--- src/rtl/adc_trig_pkg.sv ---
package adc_trig_pkg;
  localparam int CSR_W      = 8;
  localparam int NUM_HW_SRC = 2;

  localparam int BIT_BUSY  = 7;
  localparam int BIT_FLAG  = 6;
  localparam int BIT_IE    = 5;
  localparam int BIT_PAUSE = 4;
  localparam int BIT_SEL   = 2;
  localparam int BIT_START = 1;

  typedef struct packed {
    logic                  busy;
    logic                  flag;
    logic                  ie;
    logic                  pause;
    logic [NUM_HW_SRC-1:0] sel;
    logic                  start;
    logic                  rsvd;
  } csr_t;
endpackage

--- src/rtl/adc_trig_src.sv ---
module adc_trig_src #(
  parameter int N = 2
) (
  input  logic [N-1:0] sel_i,
  input  logic [N-1:0] hw_evt_i,
  input  logic         sw_req_i,
  output logic         start_req_o
);
  logic [N-1:0] gated;

  for (genvar g = 0; g < N; g++) begin : g_src
    assign gated[g] = sel_i[g] & hw_evt_i[g];
  end

  assign start_req_o = sw_req_i | (|gated);
endmodule

--- src/rtl/adc_trig_seq.sv ---
module adc_trig_seq (
  input  logic clk_i,
  input  logic rst_ni,
  input  logic start_req_i,
  input  logic abort_req_i,
  input  logic done_i,
  input  logic flag_clr_i,
  output logic busy_o,
  output logic flag_o,
  output logic conv_start_o,
  output logic conv_abort_o
);
  logic busy_q, flag_q, flag_set;

  assign conv_start_o = start_req_i & ~busy_q;
  assign conv_abort_o = abort_req_i & busy_q;
  // abort beats done when coincident
  assign flag_set     = done_i & busy_q & ~conv_abort_o;

  always_ff @(posedge clk_i or negedge rst_ni) begin
    if (!rst_ni) begin
      busy_q <= 1'b0;
      flag_q <= 1'b0;
    end else begin
      if (conv_abort_o || flag_set) busy_q <= 1'b0;
      else if (conv_start_o)        busy_q <= 1'b1;

      if (flag_set)        flag_q <= 1'b1;
      else if (flag_clr_i) flag_q <= 1'b0;
    end
  end

  assign busy_o = busy_q;
  assign flag_o = flag_q;
endmodule

--- src/rtl/adc_trig_cfg.sv ---
module adc_trig_cfg #(
  parameter int N = 2
) (
  input  logic         clk_i,
  input  logic         rst_ni,
  input  logic         wr_i,
  input  logic         ie_i,
  input  logic [N-1:0] sel_i,
  input  logic         pause_i,
  output logic         ie_o,
  output logic [N-1:0] sel_o,
  output logic         pause_o
);
  always_ff @(posedge clk_i or negedge rst_ni) begin
    if (!rst_ni) begin
      ie_o    <= 1'b0;
      sel_o   <= '0;
      pause_o <= 1'b0;
    end else begin
      pause_o <= pause_i;
      if (wr_i) begin
        ie_o  <= ie_i;
        sel_o <= sel_i;
      end
    end
  end
endmodule

--- src/rtl/adc_trig_ctrl.sv ---
module adc_trig_ctrl
  import adc_trig_pkg::*;
(
  input  logic             clk_i,
  input  logic             rst_ni,
  input  logic             reg_wr_i,
  input  logic [CSR_W-1:0] reg_wdata_i,
  output logic [CSR_W-1:0] reg_rdata_o,
  input  logic             ext_mode_i,
  input  logic             frt_zero_i,
  input  logic             rld_uflow_i,
  input  logic             pause_i,
  input  logic             conv_done_i,
  output logic             conv_start_o,
  output logic             conv_abort_o,
  output logic             irq_o
);
  logic                  sw_req, abort_req, flag_clr, start_req;
  logic                  busy, flag, ie, pause;
  logic [NUM_HW_SRC-1:0] sel;
  csr_t                  rd;
  logic                  unused_wdata;

  assign sw_req    = reg_wr_i & reg_wdata_i[BIT_START] & ~ext_mode_i;
  assign abort_req = reg_wr_i & ~reg_wdata_i[BIT_BUSY];
  assign flag_clr  = reg_wr_i & ~reg_wdata_i[BIT_FLAG];
  assign unused_wdata = ^{reg_wdata_i[BIT_PAUSE], reg_wdata_i[0]};

  adc_trig_src #(.N(NUM_HW_SRC)) u_src (
    .sel_i       (sel),
    .hw_evt_i    ({rld_uflow_i, frt_zero_i}),
    .sw_req_i    (sw_req),
    .start_req_o (start_req)
  );

  adc_trig_seq u_seq (
    .clk_i        (clk_i),
    .rst_ni       (rst_ni),
    .start_req_i  (start_req),
    .abort_req_i  (abort_req),
    .done_i       (conv_done_i),
    .flag_clr_i   (flag_clr),
    .busy_o       (busy),
    .flag_o       (flag),
    .conv_start_o (conv_start_o),
    .conv_abort_o (conv_abort_o)
  );

  adc_trig_cfg #(.N(NUM_HW_SRC)) u_cfg (
    .clk_i   (clk_i),
    .rst_ni  (rst_ni),
    .wr_i    (reg_wr_i),
    .ie_i    (reg_wdata_i[BIT_IE]),
    .sel_i   (reg_wdata_i[BIT_SEL +: NUM_HW_SRC]),
    .pause_i (pause_i),
    .ie_o    (ie),
    .sel_o   (sel),
    .pause_o (pause)
  );

  always_comb begin
    rd       = '0;
    rd.busy  = busy;
    rd.flag  = flag;
    rd.ie    = ie;
    rd.pause = pause;
    rd.sel   = sel;
  end

  assign reg_rdata_o = rd;
  assign irq_o       = ie & flag;
endmodule

--- config.mk ---
export PLATFORM = sky130hd
export DESIGN_NAME = adc_trig_ctrl
export DESIGN_NICKNAME = d
export VERILOG_FILES = /design/src/rtl/adc_trig_pkg.sv /design/src/rtl/adc_trig_src.sv /design/src/rtl/adc_trig_seq.sv /design/src/rtl/adc_trig_cfg.sv /design/src/rtl/adc_trig_ctrl.sv
export SDC_FILE = /design/constraint.sdc
export NUM_CORES = 1
export LEC_CHECK = 0
export BUFFER_PORTS_ARGS = -buffer_cell sky130_fd_sc_hd__buf_4
export CAP_MARGIN = 20
export CELL_PAD_IN_SITES_DETAIL_PLACEMENT = 1
export CELL_PAD_IN_SITES_GLOBAL_PLACEMENT = 1
export CORE_ASPECT_RATIO = 1.1
export CORE_UTILIZATION = 21
export DETAILED_ROUTE_END_ITERATION = 16
export HOLD_SLACK_MARGIN = 0.06
export PLACE_DENSITY_LB_ADDON = 0.1
export SYNTH_ARGS = -nofsm -noshare
export SYNTH_HDL_FRONTEND = slang
export SYNTH_SLANG_ARGS = --single-unit
--- constraint.sdc ---
create_clock -name clk_i -period 0.82 [get_ports clk_i]
set_input_delay 0.164 -clock clk_i [delete_from_list [all_inputs] [get_ports clk_i]]
set_output_delay 0.164 -clock clk_i [all_outputs]
set_load 0.1 [all_outputs]
* After elaboration in Yosys (flattened, before gate mapping)
Index checks and enable logic that the tools add are counted.
** Storage, ports and cells
- Register bits :: 6
- Latch bits :: 0
- RAM bits :: 0
- ROM bits :: 0
- Input bits :: 16
- Output and inout bits :: 11
- Word-level logic and storage cells :: 30
- Memories kept :: 0
** Cells by class
- $add $sub $neg :: 0
- Multiply operators :: 0
- Div/mod/pow operators :: 0
- Order comparisons :: 0
- Eq/ne operators :: 0
- Shift operators :: 0
- Mux-type cells :: 4
- Bitwise operators :: 17
- Reduce and logical (&&, ||, !) cells :: 4
** Operator list (number)
- $and 1x1->1 :: 11
- $not 1->1 :: 5
- $mux 1 :: 4
- $reduce_bool 2->1 :: 2
- $reduce_or 2->1 :: 1
- $logic_or 1x1->1 :: 1
- $or 1x1->1 :: 1

* Longest topological paths before layout
- Depth after elaboration :: 7
- Mapped depth :: 3
- Mapped depth without buffers :: 3

* By module
Synthesis repeated with hierarchy kept, for this count alone.
** Second synthesis, totals
- Cell total of the unflattened synthesis :: 28
- Area, all modules :: 312.8 sq um
** By module, submodules not included
- adc_trig_cfg :: times used 1, cells an instance 7, area each 133.9 sq um, seq. area each 100.1 sq um
- adc_trig_seq :: times used 1, cells an instance 9, area each 92.6 sq um, seq. area each 50.0 sq um
- adc_trig_ctrl :: times used 1, cells an instance 11, area each 76.3 sq um, seq. area each 0.0 sq um
- adc_trig_src :: times used 1, cells an instance 1, area each 10.0 sq um, seq. area each 0.0 sq um

* Least setup slack after synthesis
No wires, ideal clock.
- Kind :: register -> register
- Start :: register u_cfg.sel_o[0]
- End :: register u_seq.busy_q, in the netlist u_seq.busy_o
- Setup time :: 0.069 ns
- Data arrival time :: 2.240 ns
- Data required time :: 0.751 ns
- Slack :: -1.490 ns
- Cell stages (with the launch flop) :: 4
- Path buffers :: 0
- Clock period less this slack :: 2.310 ns
- Cell sequence :: dfrtp_1 -> a22oi_1 -> a21oi_2 -> a21o_1
** Between the ends
- Word-level cells in the longest chain between the ends :: 5
** RTL lines
- start: declaration :: line adc_trig_cfg.sv:11 : output logic [N-1:0] sel_o,
- start signal: assignment :: line adc_trig_cfg.sv:23 : sel_o <= sel_i;
- $and 1x1->1 :: line adc_trig_src.sv:12 : assign gated[g] = sel_i[g] & hw_evt_i[g];
- $reduce_or 2->1 :: line adc_trig_src.sv:15 : assign start_req_o = sw_req_i | (|gated);
- $or 1x1->1 :: line adc_trig_src.sv:15
- $and 1x1->1 :: line adc_trig_seq.sv:15 : assign conv_start_o = start_req_i & ~busy_q;
- net conv_start_o :: line adc_trig_ctrl.sv:14 : output logic conv_start_o,
- $reduce_bool 2->1 (no line)
- end signal: assignment :: line adc_trig_seq.sv:22 : busy_q <= 1'b0;
- end signal: assignment :: line adc_trig_seq.sv:25 : if (conv_abort_o || flag_set) busy_q <= 1'b0;
- end signal: assignment :: line adc_trig_seq.sv:26 : else if (conv_start_o) busy_q <= 1'b1;
- end: declaration :: line adc_trig_seq.sv:13 : logic busy_q, flag_q, flag_set;
The timed path passes the listed nets, and every way through them passes these cells.
A chain may end at the register's enable or synchronous reset.

* Worst setup path after layout
- Start :: register u_cfg.sel_o[0]
- End :: output port conv_start_o
** Between the ends
- Word-level cells in the longest chain between the ends :: 4
** RTL lines (line)
- $and 1x1->1 :: adc_trig_src.sv:12
- $reduce_or 2->1 :: adc_trig_src.sv:15
- $or 1x1->1 :: adc_trig_src.sv:15
- $and 1x1->1 :: adc_trig_seq.sv:15
- end: declaration :: adc_trig_ctrl.sv:14
Every way passes these cells.

==> impl_metrics.py <==
metrics = {
    "routing": {
        "route.vias.total": 333,
        "initialDrtViolationCount": 0,
        "drc": 0,
        "via_per_inst": 4.269,
        "wl_per_cell_um": 14.33,
        "wl_um": 1118,
        "ant_nets": 0,
        "first_pass_iters": 1,
    },
    "critical_path": {
        "critPathRequiredTime_ns": 0.66,
        "critPathCaptureType": "primary output",
        "startpoint_type": "register",
        "crit_arrival_ns": 1.22,
        "worst-path-max-fanout": 2,
        "critical_path_class": "reg2out",
    },
    "synth": {
        "yosys.area_share.simple": 0.08097,
        "muxShareOfSynthArea": 0.1093,
        "synth.avg_cell_area_um2": 11.45,
        "syn_inst": 27,
        "synth_cell_types": 14,
        "synth_xor_area_frac": 0,
        "synth_top_family_by_area": "buffers and inverters",
        "syn-cell-area_um2": 309.0,
        "synth_compound_area_frac": 0.1538,
        "ys_seq_elements": 6,
        "synthAdderAreaFrac": 0,
        "ys.warnings.count": 0,
        "yosysSeqAreaShare": 0.4858,
    },
    "global_routing": {
        "grt_antenna_before_repair": 0,
        "grt_max_degree": 7,
        "grt_pass1_wl_um": 1718,
        "overflow": 0,
        "grt_pass1_vias": 384,
        "track_usage": 0.1607,
    },
    "timing": {
        "setup_ws_ns": -0.5591,
        "setup_viol": 14,
        "slew_viol_final": 0,
        "min_period_over_period": 1.682,
        "hold_viol_final": 0,
        "clock-skew-final_ns": 0.009560,
        "period_needed_ns": 1.379,
        "rsz0062_at_grt": "true",
        "max_freq_ghz": 0.7251,
    },
    "clock_tree": {
        "clk_latency_ns": 0.26,
        "cts-root-buf": "clkbuf_4",
        "cts_buffers": 3,
        "clock-sinks": 6,
        "h-tree-depth": 1,
        "cts_tree": "done",
        "cts.path.max_buffers": 2,
        "path_clk_slew_ns": 0.05,
    },
    "status": {
        "violations": "setup timing",
        "status": "finished with violations",
    },
    "die": {
        "ios": 27,
        "die_area_mm2": 0.001629,
        "num_rows": 14,
        "die_width_um": 38.58,
        "core_mm2": 0.001366,
        "fp.dieH_um": 42.24,
        "initial_utilization": 0.2262,
    },
    "place": {
        "dpl-instance-area_um2": 524.3,
        "port_buffers": 22,
        "dp_hpwl_um": 712.7,
        "gp_congestion": 0.6131,
        "dpl_worst_slack_ns": -0.3674,
    },
    "pwr": {
        "leakage_uw": 0.0003598,
        "power_uw": 1898,
        "peakVddDrop_uv": 930.5,
        "powerDensity_mw_per_mm2": 2503,
    },
    "layout": {
        "fin_nets": 79,
        "final_cell_area_um2": 758.2,
        "drive_gt1_frac": 0.7903,
        "antenna_cells": 0,
        "syn2layout_area_growth_pct": 145.3,
    },
    "flow_run": {
        "drv_cap": 0,
    },
    "min_path": {
        "hold_path.class": "in2reg",
    },
}
-- logic make-up after synthesis --
kind of cell | Yosys count
AOI/OAI and AO/OA | 7
buffers and inverters | 7
DFF | 6
muxes | 3
and+or+nand+nor | 3
other | 1
-- Yosys cell counts --
master    n  area, µm²
a22oi_1   1      7.510
mux2_2    3      33.78
a21oi_2   1      8.760
conb_1    1      3.750
and2_1    1      6.260
nand3b_2  1      11.26
and3_2    1      7.510
a21o_1    1      7.510
a32oi_1   1      8.760
buf_4     6      45.04
a21oi_1   2      10.01
inv_1     1      3.750
dfrtp_1   6      150.1
o21ai_0   1      5.000
-- layout make-up --
cell class                      count  area, µm²
Fill cell                         149      608.1
Tap cell                           16      20.02
Timing Repair Buffer               36      409.1
Sequential cell                     6      158.9
Inverter                            1      3.754
Clock buffer                        4      26.28
Multi-Input combinational cell     15      140.1
-- flip-flops by register name, summed over array words and instances (netlist names) --
register,cells
u_cfg.ie_o,1
u_cfg.pause_o,1
u_cfg.sel_o,2
u_seq.busy_o,1
u_seq.flag_o,1
-- final timing paths --
path,startpoint,endpoint,slack (ns),depth (start not counted)
worst min-delay path,reg_wdata_i[3],u_cfg.sel_o[1]$_DFFE_PN0P_,0.14,2
worst max register to register,u_cfg.sel_o[0]$_DFFE_PN0P_,u_seq.busy_o$_DFFE_PN0P_,-0.46,5
min in group asynchronous,rst_ni,u_cfg.sel_o[0]$_DFFE_PN0P_,0.25,2
worst max-delay path,u_cfg.sel_o[0]$_DFFE_PN0P_,conv_start_o,-0.56,3
worst min register to register,u_cfg.ie_o$_DFFE_PN0P_,u_cfg.ie_o$_DFFE_PN0P_,0.65,2
max in group asynchronous,rst_ni,u_cfg.sel_o[1]$_DFFE_PN0P_,0.44,2
-- per-stage QoR --
| stage | util | cells | hold slack, ns | TNS [ns] |
|---|---|---|---|---|
| after floorplan | - | 28 | -0.1316 | -2.152 |
| after global placement | 0.3837 | 66 | -0.02492 | -1.799 |
| after detailed placement | 0.3837 | 66 | -0.02255 | -2.003 |
| after CTS | 0.5247 | 75 | 0.1360 | -3.891 |
| after global routing | 0.5549 | 78 | 0.1327 | -4.826 |
| final | 0.5549 | 78 | 0.1367 | -4.281 |
-- per-layer routing --
metal  up-vias  wire length (µm)  global-route usage  share of wire
li1        155                 -                   -              -
met1       159               352              0.1593           0.31
met2        16               675              0.2800           0.60
met3         3                56             0.03723          0.050
met4         0                34              0.1034          0.030
met5         -                 0                   0              0
-- critical path: stages (launching register included) --
cell and delay (ns):
dfrtp_4 0.47, a22oi_2 0.21, a21oi_4 0.10, buf_12 0.17
-- report_power, final --
| group | leakage, µW | internal [µW] | switching [µW] |
|---|---|---|---|
| registers | 0.0000673 | 347 | 52.5 |
| clock network | 0.0000150 | 185 | 124 |
| logic | 0.000278 | 501 | 688 |
-- timing repair --
| action | CTS | global route |
|---|---|---|
| hold buffers | 2 | 0 |
| endpoints found under the hold margin | 7 | 0 |
| endpoints found under the setup margin | 13 | 14 |
| setup buffers | 5 | 5 |
| pin swaps | 3 | 1 |
| resized for setup | 32 | 5 |
-- layout by cell type, fill, tap and decap left out, types with 2 or more instances in the layout --
cell type       n
buf_4          18
dfrtp_1         3
dfrtp_4         2
a21oi_1         2
dlygate4sd3_1   2
conb_1          2
mux2_2          3
buf_12          8
buf_6           7
clkbuf_4        3
No activity file was read; power rests on OpenSTA's default activity.
